$ cat src/rtl/sar_pkg.sv
package sar_pkg;
  typedef enum logic [1:0] {
    FMT_OFF  = 2'd0,
    FMT_WORD = 2'd1,
    FMT_HI   = 2'd2,
    FMT_LO   = 2'd3
  } bus_fmt_e;
endpackage

$ cat src/rtl/sar_decode.sv
module sar_decode (
  input  logic clk,
  input  logic rst,
  input  logic en,
  input  logic sel_n,
  input  logic rdcv,
  input  logic solo,
  output logic start_o,
  output logic read_o
);
  logic access;
  logic creq;
  logic rdcv_q;
  logic creq_q;

  assign access = en & ~sel_n;
  assign creq   = access & ~rdcv;
  // full-control: start on entry into a convert access; standalone: falling rdcv
  assign start_o = solo ? (access & rdcv_q & ~rdcv) : (creq & ~creq_q);
  assign read_o  = access & rdcv;

  always_ff @(posedge clk) begin
    if (rst) begin
      rdcv_q <= 1'b0;
      creq_q <= 1'b1;
    end else begin
      rdcv_q <= rdcv;
      creq_q <= creq;
    end
  end
endmodule

$ cat src/rtl/sar_engine.sv
module sar_engine #(
  parameter int W       = 12,
  parameter int SHORT_W = 8
) (
  input  logic         clk,
  input  logic         rst,
  input  logic         start_i,
  input  logic         a0_i,
  input  logic         cmp_ge_i,
  output logic [W-1:0] trial_o,
  output logic [W-1:0] res_o,
  output logic         busy_o
);
  localparam int IW   = $clog2(W);
  localparam int LO_W = W - SHORT_W;
  localparam logic [W-1:0]  MSB_ONE    = {1'b1, {(W-1){1'b0}}};
  localparam logic [W-1:0]  LSB_ONE    = {{(W-1){1'b0}}, 1'b1};
  localparam logic [IW-1:0] TOP_IDX    = IW'(W - 1);
  localparam logic [IW-1:0] SHORT_LAST = IW'(LO_W);

  logic          busy_q;
  logic          short_q;
  logic [IW-1:0] idx_q;
  logic [W-1:0]  sar_q;
  logic [W-1:0]  res_q;
  logic [W-1:0]  kept;
  logic [W-1:0]  nxt_one;
  logic [IW-1:0] last_idx;

  assign last_idx = short_q ? SHORT_LAST : '0;
  assign nxt_one  = LSB_ONE << (idx_q - IW'(1));

  always_comb begin
    kept = sar_q;
    if (!cmp_ge_i) kept[idx_q] = 1'b0;
  end

  always_ff @(posedge clk) begin
    if (rst) begin
      busy_q  <= 1'b0;
      short_q <= 1'b0;
      idx_q   <= '0;
      sar_q   <= '0;
      res_q   <= '0;
    end else if (!busy_q) begin
      if (start_i) begin
        busy_q  <= 1'b1;
        short_q <= a0_i;
        idx_q   <= TOP_IDX;
        sar_q   <= MSB_ONE;
      end
    end else if (idx_q == last_idx) begin
      busy_q <= 1'b0;
      sar_q  <= kept;
      res_q  <= kept;
    end else begin
      sar_q <= kept | nxt_one;
      idx_q <= idx_q - IW'(1);
    end
  end

  assign trial_o = sar_q;
  assign res_o   = res_q;
  assign busy_o  = busy_q;

  // busy only rises after a start request
  a_r5_busy_from_start: assert property (@(posedge clk) disable iff (rst)
    $rose(busy_q) |-> $past(start_i));
  // cycle length is frozen during a conversion
  a_r11_len_frozen: assert property (@(posedge clk) disable iff (rst)
    (busy_q && $past(busy_q)) |-> $stable(short_q));
  // a finished short result has zero low bits
  a_r6_short_low_zero: assert property (@(posedge clk) disable iff (rst)
    (!busy_q && short_q) |-> (res_q[LO_W-1:0] == '0));
  // the bit index never goes below the cycle's last bit
  a_r4_idx_floor: assert property (@(posedge clk) disable iff (rst)
    busy_q |-> (idx_q >= last_idx));
endmodule

$ cat src/rtl/sar_bus_mux.sv
module sar_bus_mux
  import sar_pkg::*;
#(
  parameter int W    = 12,
  parameter int HI_W = 8
) (
  input  logic         clk,
  input  logic         rst,
  input  logic         read_i,
  input  logic         busy_i,
  input  logic         wide_i,
  input  logic         a0_i,
  input  logic [W-1:0] res_i,
  output logic [W-1:0] out_o,
  output logic [W-1:0] oe_o
);
  localparam int LO_W = W - HI_W;

  bus_fmt_e     fmt;
  logic [W-1:0] d_n;
  logic [W-1:0] e_n;
  logic [W-1:0] out_q;
  logic [W-1:0] oe_q;

  always_comb begin
    if (!read_i || busy_i) fmt = FMT_OFF;
    else if (wide_i)       fmt = FMT_WORD;
    else if (a0_i)         fmt = FMT_LO;
    else                   fmt = FMT_HI;
  end

  for (genvar i = 0; i < W; i++) begin : g_bit
    localparam bit IN_LOW  = (i < LO_W);
    localparam bit IN_BYTE = (i < HI_W);
    always_comb begin
      case (fmt)
        FMT_WORD: begin e_n[i] = 1'b1;     d_n[i] = res_i[i]; end
        FMT_HI:   begin e_n[i] = !IN_LOW;  d_n[i] = IN_LOW ? 1'b0 : res_i[i]; end
        FMT_LO:   begin e_n[i] = IN_BYTE;  d_n[i] = IN_LOW ? res_i[i] : 1'b0; end
        default:  begin e_n[i] = 1'b0;     d_n[i] = 1'b0; end
      endcase
    end
  end

  always_ff @(posedge clk) begin
    if (rst) begin
      out_q <= '0;
      oe_q  <= '0;
    end else begin
      out_q <= d_n;
      oe_q  <= e_n;
    end
  end

  assign out_o = out_q;
  assign oe_o  = oe_q;

  // no drive in the cycle after busy is seen
  a_r10_quiet_busy: assert property (@(posedge clk) disable iff (rst)
    busy_i |=> (oe_q == '0));
  // enable pattern is empty, one byte, or the full word
  a_r7_oe_shape: assert property (@(posedge clk) disable iff (rst)
    ($countones(oe_q) == 0) || ($countones(oe_q) == HI_W) || ($countones(oe_q) == W));
  // low-byte format drives a zero middle nibble
  a_r9_mid_zero: assert property (@(posedge clk) disable iff (rst)
    (oe_q[0] && !oe_q[W-1]) |-> (out_q[HI_W-1:LO_W] == '0));
endmodule

$ cat src/rtl/sar_ctl_top.sv
module sar_ctl_top #(
  parameter int W       = 12,
  parameter int SHORT_W = 8
) (
  input  logic         clk,
  input  logic         rst,
  input  logic         en,
  input  logic         sel_n,
  input  logic         rdcv,
  input  logic         addr0,
  input  logic         wide,
  input  logic         solo,
  input  logic         cmp_ge,
  output logic [W-1:0] trial,
  output logic         busy,
  output logic [W-1:0] bus_out,
  output logic [W-1:0] bus_oe
);
  logic         start;
  logic         rd;
  logic [W-1:0] res;

  sar_decode u_dec (
    .clk(clk), .rst(rst), .en(en), .sel_n(sel_n), .rdcv(rdcv), .solo(solo),
    .start_o(start), .read_o(rd)
  );

  sar_engine #(.W(W), .SHORT_W(SHORT_W)) u_eng (
    .clk(clk), .rst(rst), .start_i(start), .a0_i(addr0), .cmp_ge_i(cmp_ge),
    .trial_o(trial), .res_o(res), .busy_o(busy)
  );

  sar_bus_mux #(.W(W), .HI_W(SHORT_W)) u_mux (
    .clk(clk), .rst(rst), .read_i(rd), .busy_i(busy), .wide_i(wide), .a0_i(addr0),
    .res_i(res), .out_o(bus_out), .oe_o(bus_oe)
  );

  // a conversion only begins under a valid access
  a_r1_access_gate: assert property (@(posedge clk) disable iff (rst)
    $rose(busy) |-> $past(en && !sel_n));
endmodule

$ cat config.mk
export PLATFORM = sky130hd
export DESIGN_NAME = sar_ctl_top
export DESIGN_NICKNAME = d
export VERILOG_FILES = /design/src/rtl/sar_pkg.sv /design/src/rtl/sar_decode.sv /design/src/rtl/sar_engine.sv /design/src/rtl/sar_bus_mux.sv /design/src/rtl/sar_ctl_top.sv
export SDC_FILE = /design/constraint.sdc
export NUM_CORES = 1
export LEC_CHECK = 0
export ABC_CLOCK_PERIOD_IN_PS = 1800
export BUFFER_PORTS_ARGS = -buffer_cell sky130_fd_sc_hd__clkbuf_2
export CAP_MARGIN = 20
export CORE_AREA = 2 2 88 90
export DETAILED_ROUTE_END_ITERATION = 7
export DIE_AREA = 0 0 90 92
export PLACE_DENSITY = 0.48
export SETUP_SLACK_MARGIN = 0.4
export SYNTH_ARGS = -nofsm -noshare
export SYNTH_HDL_FRONTEND = slang
export SYNTH_SLANG_ARGS = --single-unit
$ cat constraint.sdc
create_clock -name clk -period 1.8 [get_ports clk]
set_clock_uncertainty 0.2 [all_clocks]
set_input_delay 0.18 -clock clk [delete_from_list [all_inputs] [get_ports clk]]
set_output_delay 0.18 -clock clk [all_outputs]
set_load 0.01 [all_outputs]
# ---- Yosys cells after proc, flatten, opt, wreduce, memory -nomap -nowiden
# Index checks and enable logic that the tools add are counted.
# W data, S select, Z words.
dict set report op_classes {
  addsub 1
  n_lt_le_gt_ge 2
  n_eq_ne 5
  shift 1
  muxes 20
  n_bitwise 15
  n_reduce_logical 12
}
# cell n
set ops {}
lappend ops {{$mux W12} 4}
lappend ops {{$and A12 B12 Y12} 1}
lappend ops {{$mux W4} 3}
lappend ops {{$not A12 Y12} 1}
lappend ops {{$or A12 B12 Y12} 1}
lappend ops {{$shl A1 B4 Y12 const A} 1}
lappend ops {{$mux W1} 9}
lappend ops {{$reduce_or A2 Y1} 4}
lappend ops {{$and A1 B1 Y1} 6}
lappend ops {{$not A1 Y1} 6}
lappend ops {{$reduce_and A2 Y1} 3}
lappend ops {{$lt A4 B5 Y1 const B} 1}
lappend ops {{$demux W1 S4} 1}
lappend ops {{$eq A2 B2 Y1 const B} 2}
lappend ops {{$eq A4 B4 Y1} 1}
lappend ops {{$ge A4 B1 Y1 const B} 1}
lappend ops {{$mux W2} 2}
lappend ops {{$sub A4 B1 Y4 const B} 1}
lappend ops {{$mux W3} 1}
lappend ops {{$reduce_or A3 Y1} 1}
lappend ops {{$eq A2 B1 Y1 const B} 1}
lappend ops {{$ne A2 B2 Y1 const B} 1}
lappend ops {{$reduce_bool A2 Y1} 1}
lappend ops {{$logic_and A1 B1 Y1} 1}
lappend ops {{other kinds (2)} 2}
dict set report totals {
  regBits 53
  inputBits 9
  out_inout_bits 37
  word_cells 66
}

# ---- Logic depth before layout (Yosys ltp)
# Gate-level depths: netlist of run 1.
dict set report logic_depth {
  ltp_word 10
  depth_mapped 7
  depth_no_buf 6
}

# ---- Hierarchy
# A second synthesis of run 1 with hierarchy kept.
dict set report hier_totals {
  cells_unflattened 236
  hier_area_um2 2143.3
}
# mod instances cells_per_inst area_each_um2 seq_area_each_um2
set modules_own_cells {}
lappend modules_own_cells {sar_engine 1 181 1505.2 600.6}
lappend modules_own_cells {sar_bus_mux 1 45 544.3 300.3}
lappend modules_own_cells {sar_decode 1 10 93.8 40.0}

# ---- Least setup slack after synthesis of run 1
# OpenSTA, ideal clock, no wires.
dict set report synth_timing {
  kind {reg-to-reg}
  startpoint {reg u_eng.idx_q[0]}
  endpoint {reg u_eng.sar_q[4], in the netlist u_eng.trial_o[4]}
  setup_time_ns 0.116
  arrival_ns 1.586
  required_time_ns 1.484
  slack_ns -0.101
  path_stages_with_launch 8
  n_path_buf 1
  synth_period_minus_slack_ns 1.901
  path_cell_list {dfxtp_1 -> inv_1 -> ha_1 -> buf_2 -> nor2b_1 -> a31oi_1 -> o21ai_1 -> a31o_1}
}
dict set report synth_via {
  elab_chain_cells 10
  word_cells_on_any_way 14
  classes_between {add/sub: 1; order compare: 2; eq/ne: 1; shift: 1; mux: 5; bitwise: 3; reduce/logical: 1}
}
# element line_no
set synth_lines {}
lappend synth_lines {{from (decl)} sar_engine.sv:23} ;# logic [IW-1:0] idx_q;
lappend synth_lines {{from (signal assigned)} sar_engine.sv:58} ;# idx_q <= idx_q - IW'(1);
lappend synth_lines {{$lt A4 B5 Y1 (implied by the code) / $ge A4 B1 Y1 (equally long branches)} sar_engine.sv:35} ;# if (!cmp_ge_i) kept[idx_q] = 1'b0;
lappend synth_lines {{$logic_and A1 B1 Y1 (implied by the code)} sar_engine.sv:35}
lappend synth_lines {{$mux W1 (implied by the code)} sar_engine.sv:35}
lappend synth_lines {{$demux W1 S4} n/a}
lappend synth_lines {{$not A12 Y12 (no source line)} n/a}
lappend synth_lines {{$and A12 B12 Y12 (no source line)} n/a}
lappend synth_lines {{$mux W12} sar_engine.sv:35}
lappend synth_lines {{$or A12 B12 Y12} sar_engine.sv:57} ;# sar_q <= kept | nxt_one;
lappend synth_lines {{$mux W12 (*)} sar_engine.sv:52} ;# end else if (idx_q == last_idx) begin
lappend synth_lines {{$mux W12 (*)} sar_engine.sv:45} ;# end else if (!busy_q) begin
lappend synth_lines {{to (signal assigned)} sar_engine.sv:54} ;# sar_q <= kept;
lappend synth_lines {{to (signal assigned)} sar_engine.sv:57}
lappend synth_lines {{to (decl)} sar_engine.sv:24} ;# logic [W-1:0] sar_q;
# Every way passes the cells marked *; elsewhere a longest branch is shown, timed or not.
# A chain may end at the register's enable or synchronous reset.

# ---- Worst setup path after layout of run 1
dict set report layout_timing {
  startpoint {reg u_eng.idx_q[1]}
  endpoint {reg u_eng.sar_q[3], in the netlist u_eng.trial_o[3]}
}
# The elaborated chain is that of the path after synthesis.

==> impl_metrics.yaml, run 1 <==
critical_path:
  crit_arrival_ps: 1770
  cp-end-kind: "flip-flop"
  rrSetupSlack_ps: 40
  r2r_cells: 6
  r2r_end: "u_eng.trial_o[3]"
  start_kind: "flip-flop"
  worstPathRequired_ps: 1820
  cpPeakStageDelay_ps: 380
  rr_startpoint: "u_eng.idx_q[1]"
  crit_type: "reg -> reg"
  crit_buf_inv: 1
  cpLargestDelayFamily: "compound AO/OA/AOI/OAI gates"
  path_cells: "inv_4, ha_4, or2_4, o22a_1, o22a_2, o32ai_2"
  cp_max_fo: 4
  critPathSlowestCell: "dfxtp_4"
power:
  power_density_nw_per_um2: 644
  p_leak_nw: 1.27
  ir_drop_mv: 0.256
synth:
  synth_area_um2: 2150
  syn_nets: 259
  synth_edf_count: 0
  synth_compound_area_frac: 0.198
  synth_mux_area_frac: 0.00466
  yosysTopAreaCell: "dfxtp_1"
  synth_commonest_cells: "dfxtp_1, nand2_1, a21oi_1, o21ai_0, and2_1"
  ys_seq_elements: 47
  synth_adder_area_share: 0.0524
  yosysWarningCount: 0
  synthSimpleGateAreaFrac: 0.226
  synthFlopType: "dfxtp_1"
  async_flop_share: 0
  synth_most_common_cell: "dfxtp_1"
  synth_area_leaders: "dfxtp_1, ha_1, nand2_1"
  postSynthCellCount: 241
  synth_top_area_frac: 0.438
  synth_top_family_by_area: "simple AND/OR/NAND/NOR gates"
  synth-xor-area-share: 0.00758
  postSynthAreaPerCell_um2: 8.91
  yosysSeqAreaShare: 0.438
  ys_types: 46
sta:
  timing.setup.tns_ps: 0
  min_period_ps: 1760
  fmax_ghz: 0.569
  holdWs_ps: -35.9
  fin_crit_sh: 0.976
  setup-violations-final: 0
  rsz0062_at_grt: "yes"
  worst_pin_slew_ps: 388
  finalHoldViolations: 3
  maxSlewViolCount: 0
  slew_headroom: 0.741
die:
  die_area_um2: 8280
  std_cell_rows: 32
  initial_core_util: 0.288
  io-pin-count: 46
  die_w_um: 90
  dieHeight_um: 92
  core_um2: 7450
layout:
  final_cell_count_no_fill: 421
  final_nets: 336
  syn_to_final_growth_pct: 44.4
  postLayoutCellArea_um2: 3100
  fill_cells: 776
  multiInputGateArea_um2: 1280
  regArea_um2: 953
  n_antenna_cell: 0
  drive_gt1_frac: 0.458
  final_core_util: 0.416
cts:
  insertion_delay_ps: 300
  path_clk_slew_ps: 90
  cts.sinks: 47
  clock_path_buffers: 2
  hold_buffers: 1
  cts-root-buf: "clkbuf_8"
  cts_tree: "done"
  cts_inserted_buffers: 5
  htree_levels: 2
detailed_routing:
  wl_per_cell_um: 13.1
  drt_iter0_markers: 72
  drt_wl_total_mm: 5.50
  firstDrtPassIters: 4
  ant_nets: 0
  drcViolationCount: 0
  vias_per_cell: 4.55
  via_count: 1916
placement:
  hpwlAfterDp_mm: 3.92
  io_buffer_count: 45
  postPlaceCellArea_um2: 2590
  gp_congestion: 0.848
  place_inst: 388
min_path:
  min_from: "rst"
  hold-path-endpoint: "u_eng.idx_q[3]"
  min_path_cells: 2
  holdCritPathClass: "in -> reg"
grt:
  antenna_found_initial: 0
  grt_max_degree: 16
  grt_pass1_wl_mm: 9.06
  grt_pass1_vias: 1774
  track_usage: 0.136
  grt_overflow: 0
outcome:
  outcome: "finished with violations"
  violations: "hold timing"
run:
  cap_violations: 0
-- power by group --
group	switching [W]	internal, W	total, W
logic	0.000137	0.000125	0.000262
registers	0.00000978	0.00105	0.00106
clock network	0.000364	0.000315	0.000679
-- layer usage --
layer | routed length, um | vias to the layer above | GRT usage
met5 | 0 | - | 0
met1 | 2390 | 882 | 0.164
met4 | 99 | 0 | 0.0615
li1 | - | 988 | -
met2 | 2860 | 39 | 0.236
met3 | 140 | 7 | 0.0230
-- layout make-up --
| class | count | share of cell area |
|---|---|---|
| well taps | 102 | 0.0412 |
| clock inverters | 2 | 0.00484 |
| repair buffers | 90 | 0.196 |
| clock buffers | 6 | 0.0266 |
| multi-input cells | 167 | 0.412 |
| flip-flops and latches | 47 | 0.308 |
| inverters | 7 | 0.0117 |
-- worst max-delay path by stage --
stage / start / end / slack (ps) / depth (start not counted)
after CTS: u_eng.idx_q[1] / u_eng.trial_o[3] / 50 / 6
after floorplan: u_eng.busy_o / u_mux.out_o[4] / 30 / 7
after detailed placement: u_eng.idx_q[2] / u_eng.res_o[4] / -20 / 5
after global placement: u_eng.idx_q[2] / u_eng.res_o[4] / -40 / 5
final: u_eng.idx_q[1] / u_eng.trial_o[3] / 40 / 6
after global routing: u_eng.idx_q[0] / u_eng.trial_o[3] / 20 / 6
-- through the flow --
| step | setup slack [ps] | total power, W |
|---|---|---|
| floorplan | 30.0 | 0.00122 |
| global route | 16.7 | 0.00210 |
| detailed placement | -16.7 | 0.00127 |
| global placement | -35.5 | 0.00128 |
| CTS | 49.3 | 0.00201 |
| finish | 43.8 | 0.00200 |
-- cells by family after synthesis --
logic type	Yosys count
AO/OA/AOI/OAI	63
flip-flops	47
adder cells (fa/ha/maj)	9
multiplexers	1
buffers and inverters	28
AND/OR/NAND/NOR	92
XOR/XNOR	1
-- registers in the layout (all words and copies together), names as in the netlist --
register       flops
u_eng.res_o       12
u_mux.oe_o         3
u_dec.rdcv_q       1
u_eng.trial_o     12
u_eng.short_q      1
u_mux.out_o       12
u_dec.creq_q       1
u_eng.idx_q        4
u_eng.busy_o       1
-- cell usage in the layout (no fill, tap or decap), drive strengths merged --
cell type / n
dlygate4sd3: 1
nand3: 9
dfxtp: 47
a31o: 4
nand4: 2
nand2b: 8
a221oi: 2
a21oi: 19
o211ai: 1
and4bb: 1
clkbuf: 51
a21o: 1
mux2i: 1
o211a: 1
nor2b: 10
o32ai: 1
a211o: 1
nand2: 29
clkinv: 1
nor3b: 1
ha: 9
buf: 44
o21ai: 17
nor2: 9
o22ai: 3
xnor2: 1
inv: 8
o2bb2ai: 3
and4: 1
or2: 7
a21boi: 1
a31oi: 4
a311oi: 2
o41ai: 1
and2b: 1
and2: 12
nor3: 2
nor4: 1
o22a: 2
-- what timing repair did --
item                                   4_1_cts  5_1_grt
pin swaps                                   19        7
gates cloned                                 1        1
buffers inserted                            19        3
resized for setup                           40       15
setup endpoints to repair                   43       39
endpoints found under the hold margin        3        3
No activity file was read; power rests on OpenSTA's default activity.
==> run 2: changes to the inputs <==
--- a/config.mk
+++ b/config.mk
@@ -12,7 +12,8 @@
 export DETAILED_ROUTE_END_ITERATION = 7
 export DIE_AREA = 0 0 90 92
 export PLACE_DENSITY = 0.48
-export SETUP_SLACK_MARGIN = 0.4
+export SETUP_SLACK_MARGIN = 0.5
 export SYNTH_ARGS = -nofsm -noshare
 export SYNTH_HDL_FRONTEND = slang
+export SYNTH_HIERARCHICAL = 1
 export SYNTH_SLANG_ARGS = --single-unit
==> run 2 against run 1 <==
The run now ends clean. Register-to-register slack worse by 40 ps. Hold slack better by 48 ps. Sequential share of layout area is 1.7 points lower. Flip-flop and latch count stayed put. Synthesized cell count is 2.1% lower. Clock-buffer cell count is 1 lower. Core utilization is 2.7 points higher. Non-clock buffer count stayed put. Final area is 6.5% higher. Global-route usage is 0.39 points higher. Critical path type unchanged. Largest power group unchanged.
==> impl_metrics.yaml, run 2 <==
outcome:
  outcome: "completed"
detailed_routing:
  drcViolationCount: 0
  wl_per_cell_um: 13.8
  firstDrtPassIters: 4
  drt_iter0_markers: 45
  drt_wl_total_mm: 5.75
  ant_nets: 0
  via_count: 1889
  vias_per_cell: 4.54
critical_path:
  worstPathRequired_ps: 1790
  start_kind: "flip-flop"
  rr_startpoint: "u_dec/creq_q"
  crit_type: "reg -> reg"
  startpoint: "u_dec/creq_q"
  crit_arrival_ps: 1790
  cp_max_fo: 11
  cp-end-kind: "flip-flop"
sta:
  rsz0062_at_grt: "yes"
  min_period_ps: 1790
  setup_slack_ps: 7.85
  setup-violations-final: 0
  maxSlewViolCount: 0
  fmax_ghz: 0.558
  holdWs_ps: 11.9
  slew_headroom: 0.760
  fin_crit_sh: 0.996
  finalHoldViolations: 0
  worst_pin_slew_ps: 359
synth:
  synth_area_leaders: "dfxtp_1, nand2_1, ha_1"
  synthFlopType: "dfxtp_1"
  yosysWarningCount: 6
  synth_area_um2: 2140
  ys_seq_elements: 47
  async_flop_share: 0
  synth_commonest_cells: "dfxtp_1, nand2_1, nand3_1, a21oi_1"
  yosysSeqAreaShare: 0.439
  syn_nets: 253
  synth_most_common_cell: "dfxtp_1"
  synth_edf_count: 0
  postSynthCellCount: 236
  ys_types: 45
  yosysTopAreaCell: "dfxtp_1"
  postSynthAreaPerCell_um2: 9.08
  synth_top_area_frac: 0.439
layout:
  layout.cells.most_common: "clkbuf_2"
  final_nets: 330
  regArea_um2: 958
  multiInputGateArea_um2: 1400
  layout_common_cells: "clkbuf_2, dfxtp_1, buf_4"
  final_core_util: 0.444
  drive_gt1_frac: 0.557
  postLayoutCellArea_um2: 3300
  fill_cells: 772
  syn_to_final_growth_pct: 54.1
  n_antenna_cell: 0
cts:
  insertion_delay_ps: 300
  path_clk_slew_ps: 90
  cts-root-buf: "clkbuf_8"
  clock_path_buffers: 2
  htree_levels: 2
  cts.sinks: 47
  cts_inserted_buffers: 5
  cts_tree: "done"
die:
  dieHeight_um: 92
  io-pin-count: 46
  core_um2: 7450
  die_area_um2: 8280
  initial_core_util: 0.288
  die_w_um: 90
  std_cell_rows: 32
power:
  p_leak_nw: 1.20
  power_density_nw_per_um2: 614
  ir_drop_mv: 0.249
grt:
  grt_overflow: 0
  grt_pass1_vias: 1893
  grt_max_degree: 28
  antenna_found_initial: 0
  track_usage: 0.140
  grt_pass1_wl_mm: 9.27
min_path:
  holdCritPathClass: "in -> reg"
  min_from: "sel_n"
placement:
  io_buffer_count: 45
  gp_congestion: 0.785
  hpwlAfterDp_mm: 3.86
  postPlaceCellArea_um2: 2680
  place_ws_ps: -90.9
run:
  cap_violations: 0
-- run 2: what timing repair did --
| item | in CTS | in global routing |
|---|---|---|
| buffers inserted | 15 | 4 |
| cloned | 4 | 0 |
| resized for setup | 30 | 37 |
| hold endpoints to repair | 2 | 0 |
| pin swaps | 16 | 13 |
| setup endpoints to repair | 40 | 46 |
| hold buffers | 2 | 0 |
-- run 2: area by class of cell --
| type | count | area share |
|---|---|---|
| Clock buffer | 5 | 0.0208 |
| Inverter | 5 | 0.00833 |
| Tap cell | 102 | 0.0386 |
| Clock inverter | 3 | 0.00720 |
| Multi-Input combinational cell | 164 | 0.425 |
| Timing Repair Buffer | 90 | 0.210 |
| Sequential cell | 47 | 0.290 |
-- run 2: critical path: stages, from the launching register on --
cell	delay (ps)
dfxtp_1	300
or2_1	230
a2111oi_4	320
nor2b_4	250
nor2_4	100
a32o_1	290
-- run 2: cells by family (layout without fill, tap and decap cells) --
logic type,Yosys count,in the layout,share of synthesized area
adder cells (fa/ha/maj),8,8,0.0467
flip-flops,47,47,0.439
multiplexers,2,2,0.00992
XOR/XNOR,2,2,0.00817
AND/OR/NAND/NOR,107,108,0.281
AO/OA/AOI/OAI,44,44,0.141
buffers and inverters,26,103,0.0747
-- run 2: final timing paths --
path,cells after the start,endpoint,slack [ps]
setup / recovery,5,u_eng/trial_o[5],8
hold reg to reg,2,u_eng/res_o[2],260
hold / removal,3,u_dec/creq_q,10
setup reg to reg,5,u_eng/trial_o[5],8
-- run 2: stage by stage --
step | setup TNS, ps | cells | power [W]
final | 0 | 416 | 0.00203
after detailed placement | -745 | 383 | 0.00130
after CTS | 0 | 412 | 0.00201
after global placement | -551 | 383 | 0.00130
after floorplan | 0 | 236 | 0.00122
after global routing | -380 | 416 | 0.00212
-- run 2: report_power, final --
group | leakage (nW) | internal [W] | switching [W]
registers | 0.385 | 0.00105 | 0.0000129
logic | 0.773 | 0.000153 | 0.000154
clock network | 0.0408 | 0.000278 | 0.000380
total | 1.20 | 0.00148 | 0.000548
-- run 2: layer usage --
layer	GRT usage	routed length (um)	vias to the layer above
met5	0	0	-
met1	0.173	2600	882
met2	0.244	2890	34
met4	0.0487	89	0
met3	0.0263	166	9
li1	-	-	964
